===== config.mk =====
export PLATFORM = sky130hd
export DESIGN_NAME = stk_frame_engine
export DESIGN_NICKNAME = d
export VERILOG_FILES = /design/src/rtl/stk_pkg.sv /design/src/rtl/stk_control.sv /design/src/rtl/stk_datapath.sv /design/src/rtl/stk_frame_engine.sv
export SDC_FILE = /design/constraint.sdc
export NUM_CORES = 1
export LEC_CHECK = 0
export BUFFER_PORTS_ARGS = -buffer_cell sky130_fd_sc_hd__buf_2
export CORE_MARGIN = 2
export CORE_UTILIZATION = 40
export DETAILED_ROUTE_END_ITERATION = 8
export PLACE_DENSITY = 0.63
export SLEW_MARGIN = 20
export SYNTH_ARGS = -nofsm -noshare
export SYNTH_HDL_FRONTEND = slang
export SYNTH_HIERARCHICAL = 1
export SYNTH_SLANG_ARGS = --single-unit

===== constraint.sdc =====
create_clock -name clk -period 5.5 [get_ports clk]
set_input_delay 0.55 -clock clk [delete_from_list [all_inputs] [get_ports clk]]
set_output_delay 0.55 -clock clk [all_outputs]
set_load 0.1 [all_outputs]

===== src/rtl/stk_pkg.sv =====
package stk_pkg;

  typedef enum logic [2:0] {
    OP_PUSH = 3'd0,
    OP_CALL = 3'd1,
    OP_INTR = 3'd2,
    OP_POP  = 3'd3,
    OP_RET  = 3'd4,
    OP_RETI = 3'd5
  } stk_op_e;

  localparam int STEP_W = 2;

  typedef struct packed {
    logic              launch;   // accepted start
    logic              loadPtr;  // accepted pointer load
    logic              active;   // byte transfer this cycle
    logic              commit;   // last byte of the frame
    logic [STEP_W-1:0] step;     // byte index inside the frame
    stk_op_e           op;       // operation in flight
  } stk_ctrl_t;

  function automatic logic isSave(stk_op_e o);
    return (o == OP_PUSH) || (o == OP_CALL) || (o == OP_INTR);
  endfunction

  function automatic logic [STEP_W-1:0] frameLen(stk_op_e o);
    return ((o == OP_INTR) || (o == OP_RETI)) ? 2'd3 : 2'd2;
  endfunction

  function automatic logic opKnown(logic [2:0] code);
    return code <= 3'd5;
  endfunction

endpackage


===== src/rtl/stk_control.sv =====
module stk_control
  import stk_pkg::*;
(
  input  logic      clk,
  input  logic      rstN,
  input  logic      spLoad,
  input  logic      start,
  input  logic [2:0] op,
  output stk_ctrl_t ctrl,
  output logic      memWe,
  output logic      memRe,
  output logic      done
);

  logic              busy;
  logic [STEP_W-1:0] step;
  stk_op_e           opReg;
  logic              lastStep;
  logic              launch;

  assign launch   = !busy && start && opKnown(op);
  assign lastStep = busy && (step == frameLen(opReg) - 2'd1);

  always_ff @(posedge clk or negedge rstN) begin
    if (!rstN) begin
      busy  <= 1'b0;
      step  <= '0;
      opReg <= OP_PUSH;
      done  <= 1'b0;
    end else begin
      done <= 1'b0;
      if (launch) begin
        busy  <= 1'b1;
        step  <= '0;
        opReg <= stk_op_e'(op);
      end else if (busy) begin
        if (lastStep) begin
          busy <= 1'b0;
          done <= 1'b1;
        end else begin
          step <= step + 2'd1;
        end
      end
    end
  end

  always_comb begin
    ctrl.launch  = launch;
    ctrl.loadPtr = spLoad && !busy;
    ctrl.active  = busy;
    ctrl.commit  = lastStep;
    ctrl.step    = step;
    ctrl.op      = opReg;
  end

  assign memWe = busy && isSave(opReg);
  assign memRe = busy && !isSave(opReg);

  // completion is a single-cycle pulse
  p_done_single_r9: assert property (@(posedge clk) disable iff (!rstN)
    done |=> !done);

  // a frame, once begun, runs to its last byte without a gap
  p_frame_no_gap_r9: assert property (@(posedge clk) disable iff (!rstN)
    (busy && !lastStep) |=> busy);

  // a start arriving mid-frame does not restart the step count
  p_busy_start_ignored_r10: assert property (@(posedge clk) disable iff (!rstN)
    (busy && !lastStep && start) |=> (step == $past(step) + 2'd1));

endmodule


===== src/rtl/stk_datapath.sv =====
module stk_datapath
  import stk_pkg::*;
#(
  parameter int              ADDR_W     = 16,
  parameter int              PTR_W      = 10,
  parameter logic [PTR_W-1:0]  WIN_SPLIT  = 10'h300,
  parameter logic [ADDR_W-1:0] BASE_UPPER = 16'hF800,
  parameter logic [ADDR_W-1:0] BASE_LOWER = 16'hFC00
) (
  input  logic              clk,
  input  logic              rstN,
  input  stk_ctrl_t         ctrl,
  input  logic [ADDR_W-1:0] spLoadVal,
  input  logic [15:0]       pairIn,
  input  logic [15:0]       pcIn,
  input  logic [7:0]        pswIn,
  input  logic [7:0]        memRdata,
  output logic [ADDR_W-1:0] memAddr,
  output logic [7:0]        memWdata,
  output logic [ADDR_W-1:0] spOut,
  output logic [15:0]       pairOut,
  output logic [15:0]       pcOut,
  output logic [7:0]        pswOut
);

  localparam logic [ADDR_W-1:0] WIN_LO = BASE_UPPER + ADDR_W'(WIN_SPLIT);
  localparam logic [ADDR_W-1:0] WIN_HI = BASE_LOWER + ADDR_W'(WIN_SPLIT) - 1'b1;

  function automatic logic [ADDR_W-1:0] mapPtr(logic [PTR_W-1:0] f);
    return (f >= WIN_SPLIT) ? BASE_UPPER + ADDR_W'(f) : BASE_LOWER + ADDR_W'(f);
  endfunction

  logic [PTR_W-1:0] spField;
  logic [PTR_W-1:0] baseField;
  logic [PTR_W-1:0] ptrNext;
  logic [PTR_W-1:0] lenExt;
  logic [PTR_W-1:0] byteField;
  logic [15:0]      pairHold;
  logic [15:0]      pcHold;
  logic [7:0]       pswHold;
  logic             unusedLoadHigh;

  assign unusedLoadHigh = ^spLoadVal[ADDR_W-1:PTR_W];

  assign ptrNext = ctrl.loadPtr ? spLoadVal[PTR_W-1:0] : spField;
  assign lenExt  = PTR_W'(frameLen(ctrl.op));

  // pointer and operand capture
  always_ff @(posedge clk) begin
    if (ctrl.launch) begin
      baseField <= ptrNext;
      pairHold  <= pairIn;
      pcHold    <= pcIn;
      pswHold   <= pswIn;
    end
    if (ctrl.commit) begin
      spField <= isSave(ctrl.op) ? baseField - lenExt : baseField + lenExt;
    end else if (ctrl.loadPtr) begin
      spField <= spLoadVal[PTR_W-1:0];
    end
  end

  // byte address inside the frame
  always_comb begin
    if (isSave(ctrl.op)) byteField = baseField - lenExt + PTR_W'(ctrl.step);
    else                 byteField = baseField + PTR_W'(ctrl.step);
  end

  assign memAddr = mapPtr(byteField);
  assign spOut   = mapPtr(spField);

  // outgoing byte
  always_comb begin
    memWdata = 8'h00;
    case (ctrl.step)
      2'd0:    memWdata = (ctrl.op == OP_PUSH) ? pairHold[7:0]  : pcHold[7:0];
      2'd1:    memWdata = (ctrl.op == OP_PUSH) ? pairHold[15:8] : pcHold[15:8];
      default: memWdata = pswHold;
    endcase
  end

  // restored values
  always_ff @(posedge clk) begin
    if (ctrl.active && !isSave(ctrl.op)) begin
      if (ctrl.op == OP_POP) begin
        if (ctrl.step == 2'd0) pairOut[7:0]  <= memRdata;
        else                   pairOut[15:8] <= memRdata;
      end else begin
        case (ctrl.step)
          2'd0:    pcOut[7:0]  <= memRdata;
          2'd1:    pcOut[15:8] <= memRdata;
          default: pswOut      <= memRdata;
        endcase
      end
    end
  end

  // every stack access stays inside the RAM window
  p_addr_window_r2: assert property (@(posedge clk) disable iff (!rstN)
    ctrl.active |-> (memAddr >= WIN_LO && memAddr <= WIN_HI));

  // the pointer does not move until the frame commits
  p_sp_hold_r10: assert property (@(posedge clk) disable iff (!rstN)
    (ctrl.active && !ctrl.commit) |=> $stable(spField));

  // the byte index never runs past the frame length
  p_step_bound_r9: assert property (@(posedge clk) disable iff (!rstN)
    ctrl.active |-> (ctrl.step < frameLen(ctrl.op)));

endmodule


===== src/rtl/stk_frame_engine.sv =====
module stk_frame_engine
  import stk_pkg::*;
#(
  parameter int ADDR_W = 16,
  parameter int PTR_W  = 10
) (
  input  logic              clk,
  input  logic              rstN,
  input  logic              spLoad,
  input  logic [ADDR_W-1:0] spLoadVal,
  input  logic              start,
  input  logic [2:0]        op,
  input  logic [15:0]       pairIn,
  input  logic [15:0]       pcIn,
  input  logic [7:0]        pswIn,
  output logic [ADDR_W-1:0] memAddr,
  output logic [7:0]        memWdata,
  output logic              memWe,
  output logic              memRe,
  input  logic [7:0]        memRdata,
  output logic [ADDR_W-1:0] spOut,
  output logic [15:0]       pairOut,
  output logic [15:0]       pcOut,
  output logic [7:0]        pswOut,
  output logic              done
);

  stk_ctrl_t ctrl;

  stk_control u_ctrl (
    .clk    (clk),
    .rstN   (rstN),
    .spLoad (spLoad),
    .start  (start),
    .op     (op),
    .ctrl   (ctrl),
    .memWe  (memWe),
    .memRe  (memRe),
    .done   (done)
  );

  stk_datapath #(
    .ADDR_W (ADDR_W),
    .PTR_W  (PTR_W)
  ) u_dp (
    .clk       (clk),
    .rstN      (rstN),
    .ctrl      (ctrl),
    .spLoadVal (spLoadVal),
    .pairIn    (pairIn),
    .pcIn      (pcIn),
    .pswIn     (pswIn),
    .memRdata  (memRdata),
    .memAddr   (memAddr),
    .memWdata  (memWdata),
    .spOut     (spOut),
    .pairOut   (pairOut),
    .pcOut     (pcOut),
    .pswOut    (pswOut)
  );

endmodule


After elaboration in Yosys (flattened, before gate mapping)
Index checks and enable logic that the tools add are counted.
{"block": "totals", "ram_bits": 0, "in_bits": 71, "ff_bits": 107, "mem_count": 0, "mem_bits_ro": 0, "latchBits": 0}
{"block": "op_classes", "n_eq_ne": 7, "mul": 0, "bitwise_logic": 3, "shift": 0, "reduce_logical": 21, "magnitude_cmp": 3, "n_mux": 19, "div_mod_pow": 0, "add_sub_neg": 10}
{"cell": "$mux W10", "n": 4}
{"cell": "$mux W16", "n": 2}
{"cell": "$add A10 B2 Y10", "n": 3}
{"cell": "$add A12 B11 Y13 const A", "n": 2}
{"cell": "$add A11 B11 Y12 const A", "n": 2}
{"cell": "$ge A10 B10 Y1 const B", "n": 2}
{"cell": "$mux W8", "n": 2}
{"cell": "$pmux W8 S2", "n": 1}
{"cell": "$reduce_and A3 Y1", "n": 5}
{"cell": "$sub A10 B2 Y10", "n": 1}
{"cell": "$mux W1", "n": 7}
{"cell": "$eq A3 B2 Y1 const B", "n": 2}
{"cell": "$logic_and A1 B1 Y1", "n": 6}
{"cell": "$mux W2", "n": 3}
{"cell": "$eq A3 B1 Y1 const B", "n": 1}
{"cell": "$eq A3 B3 Y1 const B", "n": 1}
{"cell": "$le A3 B3 Y1 const B", "n": 1}
{"cell": "$logic_not A3 Y1", "n": 1}
{"cell": "$logic_or A1 B1 Y1", "n": 3}
{"cell": "$not A1 Y1", "n": 3}
{"cell": "$add A2 B1 Y2 const B", "n": 1}
{"cell": "$eq A2 B1 Y1 const B", "n": 1}
{"cell": "$eq A2 B2 Y1", "n": 1}
{"cell": "$logic_not A1 Y1", "n": 2}
{"cell": "6 further kinds", "n": 6}

Logic depth before layout (Yosys ltp)
{"block": "depth", "depth_word": 9, "depth_mapped": 15, "depth_no_buf": 13}

Hierarchy
Netlist, hierarchy kept.
{"module": "stk_datapath", "seq_area_each_um2": 2902.8, "instances": 1, "area_each_um2": 4439.3, "cells_per_inst": 315}
{"module": "stk_control", "seq_area_each_um2": 175.2, "instances": 1, "area_each_um2": 421.7, "cells_per_inst": 45}

Worst setup path before layout
Ideal clock, no wire load.
{"block": "synth_timing", "kind": "register to output", "start": "reg u_ctrl.opReg[2]", "end": "out memAddr[4]", "required_ns": 4.950, "setup_slack_ns": 0.587, "path_buffers": 2, "arrival_ns": 4.363, "stages_incl_launch_ff": 15, "cell_sequence": "dfrtp_1 buf_2 or2b_1 o21ai_0 ha_1 inv_1 ha_1 nand2_1 nand2_1 inv_1 fa_1 clkbuf_1 a2111oi_0 a41oi_1 xnor2_1"}
{"block": "synth_via", "elab_chain_len": 8, "elab_cells_between_ends": 15}
{"item": "from (decl)", "line": "stk_control.sv:17", "source": "stk_op_e opReg;"}
{"item": "from (signal assigned)", "line": "stk_control.sv:35", "source": "opReg <= stk_op_e'(op);"}
{"item": "$eq A3 B2 Y1 or $eq A3 B3 Y1 (tied branches)", "line": "stk_pkg.sv:24, stk_pkg.sv:28"}
{"item": "$logic_or A1 B1 Y1", "line": "stk_pkg.sv:28", "source": "return ((o == OP_INTR) || (o == OP_RETI)) ? 2'd3 : 2'd2;"}
{"item": "$mux W1", "line": "stk_pkg.sv:28"}
{"item": "$sub A10 B2 Y10", "line": "stk_datapath.sv:65", "source": "if (isSave(ctrl.op)) byteField = baseField - lenExt + PTR_W'(ctrl.step);"}
{"item": "$add A10 B2 Y10", "line": "stk_datapath.sv:65"}
{"item": "$mux W10 *", "line": "stk_datapath.sv:65"}
{"item": "$add A12 B11 Y13, or another cell as far along", "line": "stk_datapath.sv:30", "source": "return (f >= WIN_SPLIT) ? BASE_UPPER + ADDR_W'(f) : BASE_LOWER + ADDR_W'(f);"}
{"item": "$mux W16 *", "line": "stk_datapath.sv:30"}
{"item": "to (decl)", "line": "stk_frame_engine.sv:16", "source": "output logic [ADDR_W-1:0] memAddr,"}
Every way passes the cells marked *; elsewhere a longest branch is shown, timed or not.

Worst setup path after layout
{"block": "layout_timing", "start": "reg u_ctrl.opReg[1]", "end": "out memAddr[4]"}
The elaborated chain is that of the path after synthesis.

==> metrics.txt <==
highest clock rate=roughly 0.22 GHz; final hold violation count=0; latest clock arrival within the worst-skew pair=roughly 0.35 ns; final core area utilization=0.4964; ys flop type=edfxtp_1; fin area=~0.0059 mm^2; htree depth=3; critical path launch point type=flop; Finish-stage setup viols=0; hold crit path type=in -> async; #FFs+latches synth=about 110; starting density of the core=0.4081; first-pass GRT wire length=15690 um; Reg clk slew, reported paths=0.08 ns; # diodes=0; CTS tree=built; maxcap violations=0; routed len/inst=around 16 um; Die Width=roughly 110 um; nets=569; area growth from synthesis to layout=21.65%; Worst Tran Pin Value=between 1 and 1.5 ns; Rel. slew slack=0.3112; post-route ant nets=0; Inst Count DP=roughly 630; placed inst area=about 0.0056 mm^2; met3 usage=0.03123; status=finished clean; Hold Buf Count CTS=0; Cell Area, Synth=0.004861 mm^2; ys async rst share=0.06542; core area=about 0.012 mm^2; clk_skew=~0.0093 ns; vias in the first global route=3083; area of the die=between 0.01 and 0.015 mm^2; grt total ovfl=0; DRT Pass-1 Iters=4; Post-CTS Setup Bufs=0; GPL Wtd Cong=roughly 0.89; Total GRT Usage=0.1599; max-slew violations=0; YS warnings=6; routed vias=approximately 3200; Yosys top cell by area=edfxtp_1; Synth area leaders=edfxtp_1 (56%), dfxtp_1 (4.1%), nand2_1 (3.7%); Cells after Synth=360; antenna violations before repair=0; Fin Setup TNS=0 ns; GR peak layer=met2; CTS resizes=0; arrival time of the worst setup path=between 4 and 5 ns; GR Util met2=0.2615; reg-to-reg slack, setup=between 2 and 3 ns; Reg-to-Reg End=u_dp/spField[8]$_DFF_P_; PortBufs=between 100 and 150; Reg2Reg Depth=10; met1 Resource Use GR=0.2066; drt first-iter violations=around 230; crit path max fanout=12; Seq/Total Area, Yosys=0.6332; final period utilization=0.8420; Vias/cell=4.922; Die Ht=approximately 110 um; Synth cell types=62; largest net degree at the start of global routing=52; RSZ-0062 raised after global routing=false; CP endpoint kind=output pin; layout cell share with drive strength beyond 1=0.3750; Detailed Place HPWL=approximately 7000 um; reg2reg start=u_ctrl/opReg[1]$_DFFE_PN0P_; Clock Path Buffers=2; boundary pin count=154; Remaining DRCs=0; WS Path Type=reg -> out; Rows=40; CP Capture Point=memAddr[4]; CTS Buf Count=9; Syn Area/Cell=~14 um^2; crit path from=u_ctrl/opReg[1]$_DFFE_PN0P_; crit path time final=4.631 ns; Req. time, crit path=just under 5 ns; area share of the largest cell type after synthesis=0.5560; Detailed Route WL=approximately 10000 um; Post-synth EDFFs=90; CTS root buf=clkbuf_16; clk sinks=approximately 110; final non-filler cell total=643
## sequential cells by signal, summed over array words and instances (netlist names), 8 cells and up
signal          flops
u_dp/baseField     10
u_dp/pairHold      16
u_dp/pairOut       16
u_dp/pcHold        16
u_dp/pcOut         16
u_dp/pswHold        8
u_dp/pswOut         8
u_dp/spField       10
## final cells by class
cell class,count,area (um^2)
Multi-Input combinational cell,221,1605
Tap cell,147,183.9
Clock buffer,9,225.2
Clock inverter,7,66.31
Sequential cell,107,3078
Inverter,12,46.29
Fill cell,1055,5998
Timing Repair Buffer,140,708.2
## how the worst min path moves through the flow
stage	start	end	slack (ns)
2_1_floorplan	rstN	u_ctrl/busy$_DFF_PN0_	0.25
3_3_place_gp	rstN	u_ctrl/done$_DFF_PN0_	0.39
3_5_place_dp	rstN	u_ctrl/opReg[0]$_DFFE_PN0P_	0.39
4_1_cts	rstN	u_ctrl/opReg[0]$_DFFE_PN0P_	0.01
5_1_grt	rstN	u_ctrl/opReg[0]$_DFFE_PN0P_	0.01
6_report	rstN	u_ctrl/opReg[0]$_DFFE_PN0P_	0.02
## stage by stage
| stage | hold slack (ns) | setup WS (ns) |
|---|---|---|
| after floorplan | 0.2544 | 0.5872 |
| after global placement | 0.3927 | 1.263 |
| after detailed placement | 0.3906 | 1.208 |
| after CTS | 0.009784 | 0.8145 |
| after global routing | 0.01419 | 0.4430 |
| final | 0.01879 | 0.8691 |
## synthesized netlist by cell type (2+ instances only)
cell type / n
a21o_1: 2
a21oi_1: 12
a31oi_1: 4
buf_4: 15
clkbuf_1: 11
dfrtp_1: 7
dfxtp_1: 10
edfxtp_1: 90
ha_1: 6
inv_1: 11
mux2_2: 10
mux2i_1: 5
mux4_1: 5
mux4_2: 3
nand2_1: 48
nand2b_1: 3
nand3_1: 5
nand4_1: 4
nor2_1: 25
nor2b_1: 3
nor3_1: 3
nor3_2: 2
nor3b_1: 3
nor4_1: 3
o211ai_1: 2
o21ai_0: 9
o21ai_1: 2
o21ai_2: 2
xnor2_1: 15
xor2_1: 8
## cells in the final DEF (no fill, tap or decap), types with 4 or more instances in the layout
master	count
a21oi_1	12
a31oi_1	4
buf_2	137
clkbuf_16	9
conb_1	10
dfrtp_1	7
dfxtp_1	10
edfxtp_1	90
ha_1	6
inv_1	10
mux2_2	10
mux2i_1	5
mux4_1	5
nand2_1	48
nand3_1	5
nand4_1	4
nor2_1	25
o21ai_0	9
xnor2_1	15
xor2_1	8
## worst max-delay path: stages (launching register included)
cell and delay [ns]:
dfrtp_1 0.67, or2b_1 0.27, o21ai_0 0.29, ha_1 0.26, inv_1 0.05, ha_1 0.26
nand2_1 0.06, nand2_1 0.09, inv_1 0.06, fa_1 0.54, a2111oi_0 0.45, a41oi_1 0.10
xnor2_1 0.18, buf_2 0.45
## layer usage
metal | share of wire | vias to the layer above
met4 | 0.019 | 0
met3 | 0.047 | 13
met1 | 0.44 | 1505
li1 | - | 1551
met2 | 0.50 | 96
met5 | 0 | -
## cells by family (layout without fill, tap and decap cells)
logic type	after synthesis	in the layout	synth area share
AOI/OAI and AO/OA	46	46	0.06899
xor gates and xnor gates	23	23	0.04144
adders and majority gates	7	7	0.01956
buffers and inverters	41	168	0.04530
DFF	107	107	0.6332
muxes	23	23	0.07439
other	1	10	0.0007715
and+or+nand+nor	112	112	0.1163
Power is not shown: default switching activity piles up to over one toggle a cycle in this logic, so the estimate is an artifact.
